`src/rtl/spi_flash_cmd_pkg.sv`:
```
package spi_flash_cmd_pkg;
  localparam logic [7:0] OP_WRSR   = 8'h01;
  localparam logic [7:0] OP_PROG   = 8'h02;
  localparam logic [7:0] OP_READ   = 8'h03;
  localparam logic [7:0] OP_WRDI   = 8'h04;
  localparam logic [7:0] OP_RDSR   = 8'h05;
  localparam logic [7:0] OP_WREN   = 8'h06;
  localparam logic [7:0] OP_RSTEN  = 8'h66;
  localparam logic [7:0] OP_RSTMEM = 8'h99;
  localparam logic [7:0] OP_RDID   = 8'h9F;
  localparam logic [7:0] OP_EN4B   = 8'hB7;
  localparam logic [7:0] OP_CHIP   = 8'hC7;
  localparam logic [7:0] OP_SECT   = 8'hD8;

  typedef enum logic [2:0] {
    ST_OPC, ST_ADDR, ST_STAT, ST_ID, ST_WRSR, ST_READ, ST_PROG, ST_SKIP
  } st_e;

  typedef enum logic [1:0] {
    CMD_READ, CMD_PROG, CMD_ERASE
  } cmd_e;
endpackage

```
`src/rtl/spi_flash_status_reg.sv`:
```
module spi_flash_status_reg (
  input  logic       clk_i,
  input  logic       rst_ni,
  input  logic       set_wel_i,
  input  logic       clr_wel_i,
  input  logic       wr_i,
  input  logic [7:0] wr_data_i,
  input  logic       wp_ni,
  output logic [7:0] status_o,
  output logic       wel_o
);
  logic [5:0] prot_q;
  logic       wel_q;
  logic       locked;

  // lock bit plus pin low blocks the write
  assign locked = !wp_ni && prot_q[5];

  always_ff @(posedge clk_i or negedge rst_ni) begin
    if (!rst_ni) begin
      prot_q <= '0;
      wel_q  <= 1'b0;
    end else begin
      if (wr_i && wel_q && !locked) prot_q <= wr_data_i[7:2];
      if (clr_wel_i)      wel_q <= 1'b0;
      else if (set_wel_i) wel_q <= 1'b1;
    end
  end

  assign status_o = {prot_q, wel_q, 1'b0};
  assign wel_o    = wel_q;
endmodule

```
`src/rtl/spi_flash_addr_acc.sv`:
```
module spi_flash_addr_acc #(
  parameter int ADDR_W = 32,
  parameter int PAGE_W = 8
) (
  input  logic              clk_i,
  input  logic              rst_ni,
  input  logic              clr_i,
  input  logic              shift_i,
  input  logic [7:0]        byte_i,
  input  logic              inc_i,
  input  logic              wrap_i,
  output logic [ADDR_W-1:0] addr_o
);
  localparam logic [ADDR_W-1:0] A_ONE = ADDR_W'(1);
  localparam logic [PAGE_W-1:0] P_ONE = PAGE_W'(1);

  logic [ADDR_W-1:0] addr_q;

  always_ff @(posedge clk_i or negedge rst_ni) begin
    if (!rst_ni) begin
      addr_q <= '0;
    end else if (clr_i) begin
      addr_q <= '0;
    end else if (shift_i) begin
      addr_q <= {addr_q[ADDR_W-9:0], byte_i};
    end else if (inc_i) begin
      if (wrap_i) addr_q[PAGE_W-1:0] <= addr_q[PAGE_W-1:0] + P_ONE;
      else        addr_q <= addr_q + A_ONE;
    end
  end

  assign addr_o = addr_q;
endmodule

```
`src/rtl/spi_flash_cmd_unit.sv`:
```
module spi_flash_cmd_unit
  import spi_flash_cmd_pkg::*;
#(
  parameter int          ADDR_W  = 32,
  parameter int          PAGE_W  = 8,
  parameter logic [23:0] ID_CODE = 24'h20BA19
) (
  input  logic              clk_i,
  input  logic              rst_ni,
  input  logic              cs_active_i,
  input  logic              byte_valid_i,
  input  logic [7:0]        byte_i,
  input  logic              wp_ni,
  output logic [7:0]        rdata_o,
  output logic              addr4_o,
  output logic              read_o,
  output logic              prog_o,
  output logic              sector_erase_o,
  output logic              chip_erase_o,
  output logic [ADDR_W-1:0] addr_o,
  output logic [7:0]        wdata_o
);
  localparam logic [2:0] LAST3 = 3'd2;
  localparam logic [2:0] LAST4 = 3'd3;

  st_e  st_q;
  cmd_e cmd_q;
  logic [2:0] cnt_q;
  logic grant_q, armed_q, addr4_q;

  logic acc, last;
  logic set_wel, clr_wel, wr_st;
  logic a_clr, a_shift, a_inc, a_wrap;
  logic [7:0] status;
  logic wel;
  logic [ADDR_W-1:0] acc_addr, shifted;

  function automatic logic [7:0] id_byte(input logic [2:0] idx);
    case (idx)
      3'd0:    id_byte = ID_CODE[23:16];
      3'd1:    id_byte = ID_CODE[15:8];
      3'd2:    id_byte = ID_CODE[7:0];
      default: id_byte = 8'h00;
    endcase
  endfunction

  assign acc     = cs_active_i && byte_valid_i;
  assign last    = cnt_q == (addr4_q ? LAST4 : LAST3);
  assign shifted = {acc_addr[ADDR_W-9:0], byte_i};

  spi_flash_status_reg i_status (
    .clk_i, .rst_ni,
    .set_wel_i (set_wel),
    .clr_wel_i (clr_wel),
    .wr_i      (wr_st),
    .wr_data_i (byte_i),
    .wp_ni,
    .status_o  (status),
    .wel_o     (wel)
  );

  spi_flash_addr_acc #(.ADDR_W(ADDR_W), .PAGE_W(PAGE_W)) i_addr (
    .clk_i, .rst_ni,
    .clr_i   (a_clr),
    .shift_i (a_shift),
    .byte_i,
    .inc_i   (a_inc),
    .wrap_i  (a_wrap),
    .addr_o  (acc_addr)
  );

  always_comb begin
    set_wel = 1'b0; clr_wel = 1'b0; wr_st = 1'b0;
    a_clr = 1'b0; a_shift = 1'b0; a_inc = 1'b0; a_wrap = 1'b0;
    if (!cs_active_i) begin
      if (st_q == ST_PROG && grant_q) clr_wel = 1'b1;
    end else if (acc) begin
      case (st_q)
        ST_OPC: begin
          case (byte_i)
            OP_WREN:   set_wel = 1'b1;
            OP_WRDI:   clr_wel = 1'b1;
            OP_CHIP:   clr_wel = 1'b1;
            OP_RSTMEM: clr_wel = armed_q;
            OP_READ, OP_PROG, OP_SECT: a_clr = 1'b1;
            default: ;
          endcase
        end
        ST_ADDR: begin
          a_shift = 1'b1;
          if (last && cmd_q == CMD_ERASE && grant_q) clr_wel = 1'b1;
        end
        ST_WRSR: begin
          wr_st   = 1'b1;
          clr_wel = 1'b1;
        end
        ST_READ: a_inc = 1'b1;
        ST_PROG: begin
          a_inc  = grant_q;
          a_wrap = 1'b1;
        end
        default: ;
      endcase
    end
  end

  always_ff @(posedge clk_i or negedge rst_ni) begin
    if (!rst_ni) begin
      st_q <= ST_OPC; cmd_q <= CMD_READ; cnt_q <= '0;
      grant_q <= 1'b0; armed_q <= 1'b0; addr4_q <= 1'b0;
      rdata_o <= '0; addr_o <= '0; wdata_o <= '0;
      read_o <= 1'b0; prog_o <= 1'b0;
      sector_erase_o <= 1'b0; chip_erase_o <= 1'b0;
    end else begin
      read_o <= 1'b0; prog_o <= 1'b0;
      sector_erase_o <= 1'b0; chip_erase_o <= 1'b0;
      if (!cs_active_i) begin
        st_q  <= ST_OPC;
        cnt_q <= '0;
      end else if (acc) begin
        case (st_q)
          ST_OPC: begin
            armed_q <= (byte_i == OP_RSTEN);
            case (byte_i)
              OP_WREN, OP_WRDI, OP_RSTEN: ;
              OP_RDSR: begin rdata_o <= status; st_q <= ST_STAT; end
              OP_RDID: begin rdata_o <= id_byte(3'd0); cnt_q <= '0; st_q <= ST_ID; end
              OP_WRSR: st_q <= ST_WRSR;
              OP_EN4B: addr4_q <= 1'b1;
              OP_CHIP: chip_erase_o <= wel;
              OP_RSTMEM: begin
                if (armed_q) addr4_q <= 1'b0;
                else         st_q <= ST_SKIP;
              end
              OP_READ: begin cmd_q <= CMD_READ;  grant_q <= 1'b1; cnt_q <= '0; st_q <= ST_ADDR; end
              OP_PROG: begin cmd_q <= CMD_PROG;  grant_q <= wel;  cnt_q <= '0; st_q <= ST_ADDR; end
              OP_SECT: begin cmd_q <= CMD_ERASE; grant_q <= wel;  cnt_q <= '0; st_q <= ST_ADDR; end
              default: st_q <= ST_SKIP;
            endcase
          end
          ST_STAT: st_q <= ST_OPC;
          ST_ID: begin
            rdata_o <= id_byte(cnt_q + 3'd1);
            cnt_q   <= cnt_q + 3'd1;
            if (cnt_q == 3'd2) st_q <= ST_OPC;
          end
          ST_ADDR: begin
            cnt_q <= cnt_q + 3'd1;
            if (last) begin
              case (cmd_q)
                CMD_READ: st_q <= ST_READ;
                CMD_PROG: st_q <= ST_PROG;
                default: begin
                  if (grant_q) begin
                    sector_erase_o <= 1'b1;
                    addr_o         <= shifted;
                  end
                  st_q <= ST_OPC;
                end
              endcase
            end
          end
          ST_READ: begin
            read_o <= 1'b1;
            addr_o <= acc_addr;
          end
          ST_PROG: begin
            if (grant_q) begin
              prog_o  <= 1'b1;
              wdata_o <= byte_i;
              addr_o  <= acc_addr;
            end
          end
          ST_WRSR: st_q <= ST_OPC;
          default: ;
        endcase
      end
    end
  end

  assign addr4_o = addr4_q;
endmodule

```
`config.mk`:
```
export PLATFORM = sky130hd
export DESIGN_NAME = spi_flash_cmd_unit
export DESIGN_NICKNAME = d
export VERILOG_FILES = /design/src/rtl/spi_flash_cmd_pkg.sv /design/src/rtl/spi_flash_status_reg.sv /design/src/rtl/spi_flash_addr_acc.sv /design/src/rtl/spi_flash_cmd_unit.sv
export SDC_FILE = /design/constraint.sdc
export NUM_CORES = 1
export LEC_CHECK = 0
export ABC_CLOCK_PERIOD_IN_PS = 2450
export BUFFER_PORTS_ARGS = -buffer_cell sky130_fd_sc_hd__buf_2
export CORE_MARGIN = 1.5
export CORE_UTILIZATION = 59
export DETAILED_ROUTE_END_ITERATION = 8
export GPL_ROUTABILITY_DRIVEN = 1
export PLACE_DENSITY_LB_ADDON = 0.08
export SLEW_MARGIN = 30
export SYNTH_ARGS = -nofsm -noshare
export SYNTH_HDL_FRONTEND = slang
export SYNTH_SLANG_ARGS = --single-unit
export TNS_END_PERCENT = 50
```
`constraint.sdc`:
```
create_clock -name clk_i -period 2.45 [get_ports clk_i]
set_clock_uncertainty 0.15 [all_clocks]
set_input_delay 0.3675 -clock clk_i [delete_from_list [all_inputs] [get_ports clk_i]]
set_output_delay 0.3675 -clock clk_i [all_outputs]
set_load 0.05 [all_outputs]
```
==> impl_metrics.json, run 1 <==
{
  "worstMarginPinSlew_ns": 0.657,
  "tns_ns": 0,
  "ir_worst_vdd_mv": 0.858,
  "layout_min_cycle_time_ns": 2.21,
  "rows": 36,
  "regArea_sq_um": 2550,
  "dp_slack_ns": 0.162,
  "cts_root_buffer": "clkbuf_8",
  "endpoint_kind": "flip-flop",
  "yosysSeqAreaShare_pct": 42.8,
  "numPortBuffers": 65,
  "critPathRequiredTime_ns": 2.62,
  "nets": 707,
  "synth.net_count": 650,
  "p_per_area_nw_per_um2": 930,
  "ys_ff_latch": 102,
  "multi_input_area_sq_um": 3070,
  "grt_pass1_wl_microns": 24900,
  "clock_path_buffers": 2,
  "wl_per_cell_microns": 18.1,
  "synth_top_area_share_pct": 42.8,
  "routed_via_density": 6.19,
  "p_leak_uw": 0.00323,
  "ys_async_sr_fraction_pct": 100,
  "start_kind": "flip-flop",
  "first_pass_iters": 7,
  "numCtsBuffers": 9,
  "ys_warn_count": 0,
  "path_clk_slew_ns": 0.10,
  "drc": 0,
  "synth_edf_count": 0,
  "grt_max_degree": 65,
  "first_iter_violations": 382,
  "areaGrowthSynthToFinish_pct": 12.7,
  "cts_tree": "built",
  "antenna_found_initial": 0,
  "hold_class": "in -> reg",
  "fill_cells": 803,
  "diodes": 0,
  "arrival_ns": 2.38,
  "setup_viol": 0,
  "wl_microns": 14900,
  "die_h_microns": 104,
  "die_area_sq_um": 10700,
  "critical_path.max_fanout": 13,
  "postCtsSetupRepairBufs": 0,
  "core_sq_um": 9770,
  "clkLatencyLatePin_ns": 0.38,
  "numClockSinks": 102,
  "final_core_util_pct": 68.7,
  "ios": 66,
  "num_vias": 5116,
  "layout_setup_ws_ns": 0.237,
  "finalCritPeriodShare_pct": 90.3,
  "maxSlewViolCount": 0,
  "cts_resized": 0,
  "drive_above_1_share_pct": 22.1,
  "gp_congestion": 0.915,
  "cap_violations": 0,
  "dieWidth_microns": 104,
  "synthCells": 631,
  "synthTopCellsByArea": "dfrtp_1 43%, mux2i_1 6.4%, a21oi_1 4.0%, nand2_1 3.7%, nor2_1 3.5%",
  "ant_nets": 0,
  "yosys.area.top_type": "dfrtp_1",
  "initial_utilization_pct": 61.0,
  "grt_pass1_vias": 4862,
  "hpwl_microns": 10700,
  "rsz0062_at_grt": "no",
  "htree_levels": 3,
  "synth.distinct_cells": 77,
  "path_class": "reg -> reg",
  "fmax_mhz": 452,
  "slew_headroom_pct": 56.2,
  "synth_ff_type": "dfrtp_1",
  "global_route.overflow_total": 0,
  "synth_area_sq_um": 5960,
  "hold_viol_final": 0,
  "grtUsageTotal_pct": 28.7,
  "status": "finished clean",
  "synth_area_per_cell_sq_um": 9.45
}
[area by class of cell]
cell class | count | share of cell area, %
flip-flops and latches | 102 | 38.0
repair buffers | 98 | 9.35
clock inverters | 6 | 1.40
clock buffers | 10 | 2.05
well taps | 133 | 2.48
multi-input cells | 459 | 45.7
inverters | 18 | 1.01
[flip-flops by register name, indices dropped and copies added (netlist names), 2 cells and up]
| signal | cells |
|---|---|
| addr_o | 32 |
| i_addr.addr_o | 32 |
| rdata_o | 8 |
| wdata_o | 8 |
| i_status.prot_q | 6 |
| cnt_q | 3 |
| st_q | 3 |
| cmd_q | 2 |
[power breakdown]
| part | leakage (uW) | internal, uW | total (uW) | switching (uW) |
|---|---|---|---|---|
| registers | 0.00136 | 2110 | 2540 | 436 |
| logic | 0.00175 | 723 | 2490 | 1770 |
| clock network | 0.000113 | 610 | 1210 | 601 |
| total | 0.00323 | 3440 | 6250 | 2810 |
[Yosys cell counts (all sizes together), types with 4 or more instances]
cell type	count
buf	40
dfrtp	102
a22oi	5
a22o	12
or3	6
nor3	14
o311ai	4
o21ai	24
nor4	9
and2	6
nand3	24
a31oi	4
nand4b	5
inv	18
clkbuf	12
and3	9
a21oi	49
nand2b	5
ha	6
nor2	57
o2bb2ai	10
mux2i	38
mux2	18
nand4	11
o22ai	11
and4	6
a21o	6
nand2	61
o31ai	6
[path summary, 6_finish.rpt]
check                            start           endpoint  slack, ns  depth (start not counted)
min in group asynchronous       rst_ni         addr_o[21]       0.31                          2
setup reg to reg               st_q[1]  i_addr.addr_o[28]       0.24                          7
hold reg to reg                armed_q            armed_q       0.34                          2
hold / removal             cs_active_i           cnt_q[1]       0.13                          2
max in group asynchronous       rst_ni   i_addr.addr_o[9]       1.23                          3
setup / recovery               st_q[1]  i_addr.addr_o[28]       0.24                          7
[metal layers]
metal | routed length, microns | share of wire, % | vias up | track usage [%]
met2 | 6670 | 45 | 202 | 43.4
met1 | 7000 | 47 | 2453 | 42.4
met5 | 0 | 0 | - | 0
met3 | 1000 | 6.7 | 30 | 4.91
li1 | - | - | 2431 | -
met4 | 250 | 1.7 | 0 | 8.53
[placed cells by master (no fill, tap or decap), types with 4 or more instances in the layout]
cell,netlist,final
a21oi_1,48,48
ha_1,6,6
o31ai_1,5,5
mux2i_1,38,38
a22o_1,12,12
o311ai_1,4,4
or3_1,6,6
nand2_1,59,59
dfrtp_1,102,102
o2bb2ai_1,10,10
nor2_1,56,56
nand3_1,23,23
buf_12,0,4
mux2_2,17,17
buf_2,30,64
and3_1,9,9
nand2b_1,5,5
a22oi_1,5,5
nand4b_1,5,5
nor3_1,13,13
a21o_1,6,6
and2_1,6,6
and4_1,5,5
clkbuf_8,0,10
inv_1,18,18
nand4_1,8,8
nor4_1,7,7
o21ai_0,23,23
a31oi_1,4,4
buf_4,5,29
o22ai_1,11,11
[worst max-delay path, stage by stage (launching register included)]
cell	delay [ns]
dfrtp_1	0.53
and2b_1	0.40
nand2_1	0.16
inv_1	0.31
buf_4	0.24
nand2_1	0.07
mux2i_1	0.16
a221o_1	0.13
[cell families after synthesis]
| group | after synthesis | synth area share (%) |
|---|---|---|
| muxes | 56 | 9.78 |
| adders and majority gates | 6 | 1.26 |
| and+or+nand+nor | 231 | 20.9 |
| buffers and inverters | 70 | 5.81 |
| AOI/OAI and AO/OA | 162 | 18.9 |
| DFF | 102 | 42.8 |
| xor gates and xnor gates | 4 | 0.588 |
[through the flow]
stage,cells,hold WS (ns),power [uW],instance area [sq um]
2_1_floorplan,631,-0.0781,4410,5960
3_3_place_gp,809,0.178,5020,6480
3_5_place_dp,809,0.178,5060,6480
4_1_cts,826,0.114,6270,6720
5_1_grt,826,0.142,6570,6720
6_report,826,0.126,6250,6720
[what timing repair did]
item / in CTS / in global routing
endpoints found under the setup margin: 0 / 0
hold buffers: 1 / 0
hold endpoints to repair: 27 / 0
Note: power is estimated with default switching activity, not from simulation.
==> run 2: changes to the inputs <==
Settings changed: CORE_ASPECT_RATIO from default to 1.4, SKIP_LAST_GASP from default to 1.
==> impl_metrics.json, run 2 (synthesis results as in run 1) <==
{
  "grtUsageTotal_pct": 31.3,
  "layout_common_cells": "102 x dfrtp_1, 64 x buf_2, 59 x nand2_1",
  "clock_path_buffers": 2,
  "numClockSinks": 102,
  "cap_violations": 0,
  "diodes": 0,
  "cts_tree": "built",
  "hold_class": "in -> reg",
  "start_kind": "flip-flop",
  "core_sq_um": 9850,
  "rows": 43,
  "die_area_sq_um": 10700,
  "cts_root_buffer": "clkbuf_16",
  "p_leak_uw": 0.00326,
  "fmax_mhz": 439,
  "initial_utilization_pct": 60.6,
  "global_route.overflow_total": 0,
  "grt_pass1_wl_microns": 25600,
  "ios": 66,
  "die_h_microns": 122,
  "endpoint_kind": "flip-flop",
  "hold_viol_final": 0,
  "maxSlewViolCount": 0,
  "slowest_delay_ns": 0.51,
  "postCtsSetupRepairBufs": 0,
  "first_pass_iters": 5,
  "regToRegStartpoint": "i_addr.addr_o[1]",
  "critical-path-slowest-cell": "dfrtp_1",
  "areaGrowthSynthToFinish_pct": 14.0,
  "hold_buffers": 1,
  "hpwl_microns": 11500,
  "final_core_util_pct": 69.1,
  "worstMarginPinSlew_ns": 0.662,
  "status": "finished clean",
  "grt_pass1_vias": 4916,
  "clkLatencyLatePin_ns": 0.36,
  "cts_resized": 0,
  "cp_common_cell": "a22o_1",
  "dp.cells": 810,
  "drive_above_1_share_pct": 22.0,
  "rsz0062_at_grt": "no",
  "grt_max_degree": 65,
  "first_iter_violations": 376,
  "path_clk_slew_ns": 0.08,
  "worstHoldStart": "cs_active_i",
  "htree_levels": 3,
  "numCtsBuffers": 9,
  "drc": 0,
  "regToRegSetupSlack_ns": 0.17,
  "placed_area_sq_um": 6470,
  "arrival_ns": 2.37,
  "routed_via_density": 6.30,
  "ir_worst_vdd_mv": 0.714,
  "finalCritPeriodShare_pct": 92.9,
  "ant_nets": 0,
  "rr_worst_depth": 7,
  "critical_path.max_fanout": 8,
  "numPortBuffers": 65,
  "dieWidth_microns": 88.0,
  "gp_congestion": 0.926,
  "r2r_end": "i_addr.addr_o[14]",
  "wl_microns": 16200,
  "slew_headroom_pct": 55.8,
  "holdPathStages": 2,
  "holdPathEnd": "cnt_q[1]",
  "path_class": "reg -> reg",
  "finalPower_uw": 6640,
  "path_cells": "ha_1 -> nand3_1 -> nor2_1 -> buf_4 -> nand4_1 -> a22o_1 -> a22o_1",
  "wl_per_cell_microns": 19.6,
  "cp-startpoint": "i_addr.addr_o[1]",
  "num_vias": 5212,
  "top_regs": "addr_o x32, i_addr.addr_o x32",
  "instances_no_fill": 827,
  "setup_viol": 0,
  "layout_min_cycle_time_ns": 2.28,
  "tns_ns": 0,
  "p_per_area_nw_per_um2": 977,
  "critPathRequiredTime_ns": 2.55,
  "antenna_found_initial": 0,
  "nets": 706,
  "layout.cells.most_common": "dfrtp_1",
  "fin_area_sq_um": 6800
}
run 2: stage by stage:
step | setup slack [ns] | hold slack (ns)
after CTS | 0.199 | 0.152
after global routing | 0.0252 | 0.175
after detailed placement | 0.153 | 0.205
after floorplan | 0.460 | -0.0781
after global placement | 0.227 | 0.198
final | 0.173 | 0.154
run 2: worst max-delay path: cells and delay by family, from the launching register on:
family          cells  cell delay [ns]
fa+ha+maj           1             0.28
compound gates      2             0.37
simple gates        3             0.66
flops               1             0.51
buf+inv             1             0.18
run 2: power breakdown:
group	internal, uW	switching [uW]
logic	742	1840
registers	2110	427
clock network	818	706
run 2: final cells by class:
type | count | area, sq um
well taps | 135 | 169
repair buffers | 97 | 621
fillers | 848 | 3050
flip-flops and latches | 102 | 2550
clock buffers | 9 | 225
clock inverters | 7 | 91.3
multi-input cells | 459 | 3070
inverters | 18 | 67.6
run 2: metal layers:
metal | vias to the layer above | share of wire [%] | track usage (%)
li1 | 2424 | - | -
met1 | 2553 | 39 | 38.2
met2 | 196 | 53 | 54.9
met3 | 39 | 4.9 | 3.25
met4 | 0 | 2.7 | 13.7
met5 | - | 0 | 0
run 2: how the worst max path moves through the flow:
| stage | slack (ns) | endpoint | cells past startpoint |
|---|---|---|---|
| after CTS | 0.20 | i_addr.addr_o[29] | 5 |
| after global routing | 0.03 | i_addr.addr_o[14] | 7 |
| after floorplan | 0.46 | st_q[1] | 5 |
| final | 0.17 | i_addr.addr_o[14] | 7 |
| after detailed placement | 0.15 | i_addr.addr_o[29] | 6 |
| after global placement | 0.23 | cnt_q[2] | 6 |
==> run 3: changes to the inputs <==
Settings changed: RECOVER_POWER from default to 100.
==> impl_metrics.json, run 3 (synthesis results as in run 1) <==
{
  "status": "finished clean",
  "share_seq_of_total_power_pct": 38.9,
  "ant_nets": 0,
  "start_kind": "flip-flop",
  "cts_root_buffer": "clkbuf_16",
  "internal_power_uw": 3570,
  "cap_violations": 0,
  "die_h_microns": 122,
  "finalCritPeriodShare_pct": 96.2,
  "diodes": 0,
  "numClockSinks": 102,
  "clock_path_buffers": 2,
  "critPathRequiredTime_ns": 2.54,
  "grt_pass1_wl_microns": 25600,
  "switchingPower_uw": 2970,
  "numPortBuffers": 65,
  "wl_per_cell_microns": 19.6,
  "drc": 0,
  "rsz0062_at_grt": "no",
  "grtUsageTotal_pct": 31.3,
  "antenna_found_initial": 0,
  "placed_area_sq_um": 6470,
  "wl_microns": 16200,
  "maxSlewViolCount": 0,
  "areaGrowthSynthToFinish_pct": 11.3,
  "global_route.overflow_total": 0,
  "layout_min_cycle_time_ns": 2.36,
  "multi_input_area_sq_um": 3030,
  "core_sq_um": 9850,
  "fmax_mhz": 424,
  "cts_tree": "built",
  "critical_path.max_fanout": 8,
  "path_class": "reg -> reg",
  "routed_via_density": 6.31,
  "endpoint_kind": "flip-flop",
  "combPwrFrac_pct": 37.8,
  "hold_class": "in -> reg",
  "ir_worst_vdd_mv": 0.700,
  "worstMarginPinSlew_ns": 0.876,
  "dieWidth_microns": 88.0,
  "setup_viol": 0,
  "layout_setup_ws_ns": 0.0928,
  "p_clk_share_pct": 23.3,
  "hpwl_microns": 11500,
  "hold_viol_final": 0,
  "die_area_sq_um": 10700,
  "dp_slack_ns": 0.153,
  "drive_above_1_share_pct": 12.7,
  "gp_congestion": 0.926,
  "postCtsSetupRepairBufs": 0,
  "initial_utilization_pct": 60.6,
  "top_usage_layer": "met2",
  "layout_common_cells": "102 x dfrtp_1, 59 x nand2_1, 58 x clkbuf_1",
  "arrival_ns": 2.45,
  "numCtsBuffers": 9,
  "fin_area_sq_um": 6640,
  "top_regs": "addr_o x32, i_addr.addr_o x32",
  "ios": 66,
  "num_vias": 5221,
  "first_pass_iters": 5,
  "use_met2_pct": 54.9,
  "htree_levels": 3,
  "grt_pass1_vias": 4916,
  "path_clk_slew_ns": 0.08,
  "fill_cells": 890,
  "slew_headroom_pct": 41.6,
  "nets": 706,
  "met3_usage_pct": 3.25,
  "fin_hold_ws_ns": 0.151,
  "clkLatencyLatePin_ns": 0.36,
  "rows": 43,
  "p_leak_uw": 0.00303,
  "first_iter_violations": 391,
  "tns_ns": 0,
  "regArea_sq_um": 2550,
  "grt_max_degree": 65,
  "met1_usage_pct": 38.2,
  "layout.cells.most_common": "dfrtp_1",
  "p_per_area_nw_per_um2": 985,
  "swShare_pct": 45.4
}
==> run 3: power groups by stage <==
stage / clock [uW] / combinational, uW / sequential [uW]
after floorplan: 0 / 988 / 3420
after global placement: 0 / 2540 / 2530
after detailed placement: 0 / 2570 / 2550
after CTS: 1550 / 2590 / 2530
after global routing: 1610 / 2640 / 2610
final: 1520 / 2470 / 2550
==> run 3: worst max-delay path, cell delays in order, from the launching register on <==
cell and delay [ns]:
dfrtp_1 0.51, ha_1 0.28, nand3_1 0.26, nor4_1 0.25, clkbuf_1 0.26, nand3_1 0.13, mux2i_1 0.14, a221o_1 0.26
==> run 3: area by class of cell <==
class / instances / share of cell area [%]
clock inverters: 7 / 1.38
flip-flops and latches: 102 / 38.4
multi-input cells: 459 / 45.6
well taps: 135 / 2.54
inverters: 18 / 1.02
repair buffers: 97 / 7.58
clock buffers: 9 / 3.39
==> run 3: repair_timing <==
| action | 4_1_cts | 5_1_grt |
|---|---|---|
| hold buffers | 1 | 0 |
| resized for setup | 0 | 0 |
| hold endpoints to repair | 33 | 0 |
==> run 3: per-layer routing <==
layer / vias up / part of all wire [%]
met4: 0 / 2.5
met5: - / 0
met3: 36 / 5.4
met1: 2538 / 39
met2: 222 / 54
li1: 2425 / -
==> run 3: final timing paths <==
path | start | depth (start not counted) | endpoint | slack (ns)
max | i_addr.addr_o[1] | 7 | i_addr.addr_o[28] | 0.09
min | cs_active_i | 2 | cnt_q[1] | 0.15
max reg2reg | i_addr.addr_o[1] | 7 | i_addr.addr_o[28] | 0.09
min reg2reg | armed_q | 2 | armed_q | 0.34
max in group asynchronous | rst_ni | 3 | addr_o[30] | 0.38
min in group asynchronous | rst_ni | 2 | rdata_o[0] | 0.51
==> run 3: per-stage QoR <==
stage / utilization, % / total power, uW / std cells
after floorplan: - / 4410 / 631
after global placement: 65.7 / 5070 / 810
after detailed placement: 65.7 / 5120 / 810
after CTS: 69.1 / 6660 / 827
after global routing: 67.4 / 6850 / 827
final: 67.4 / 6540 / 827
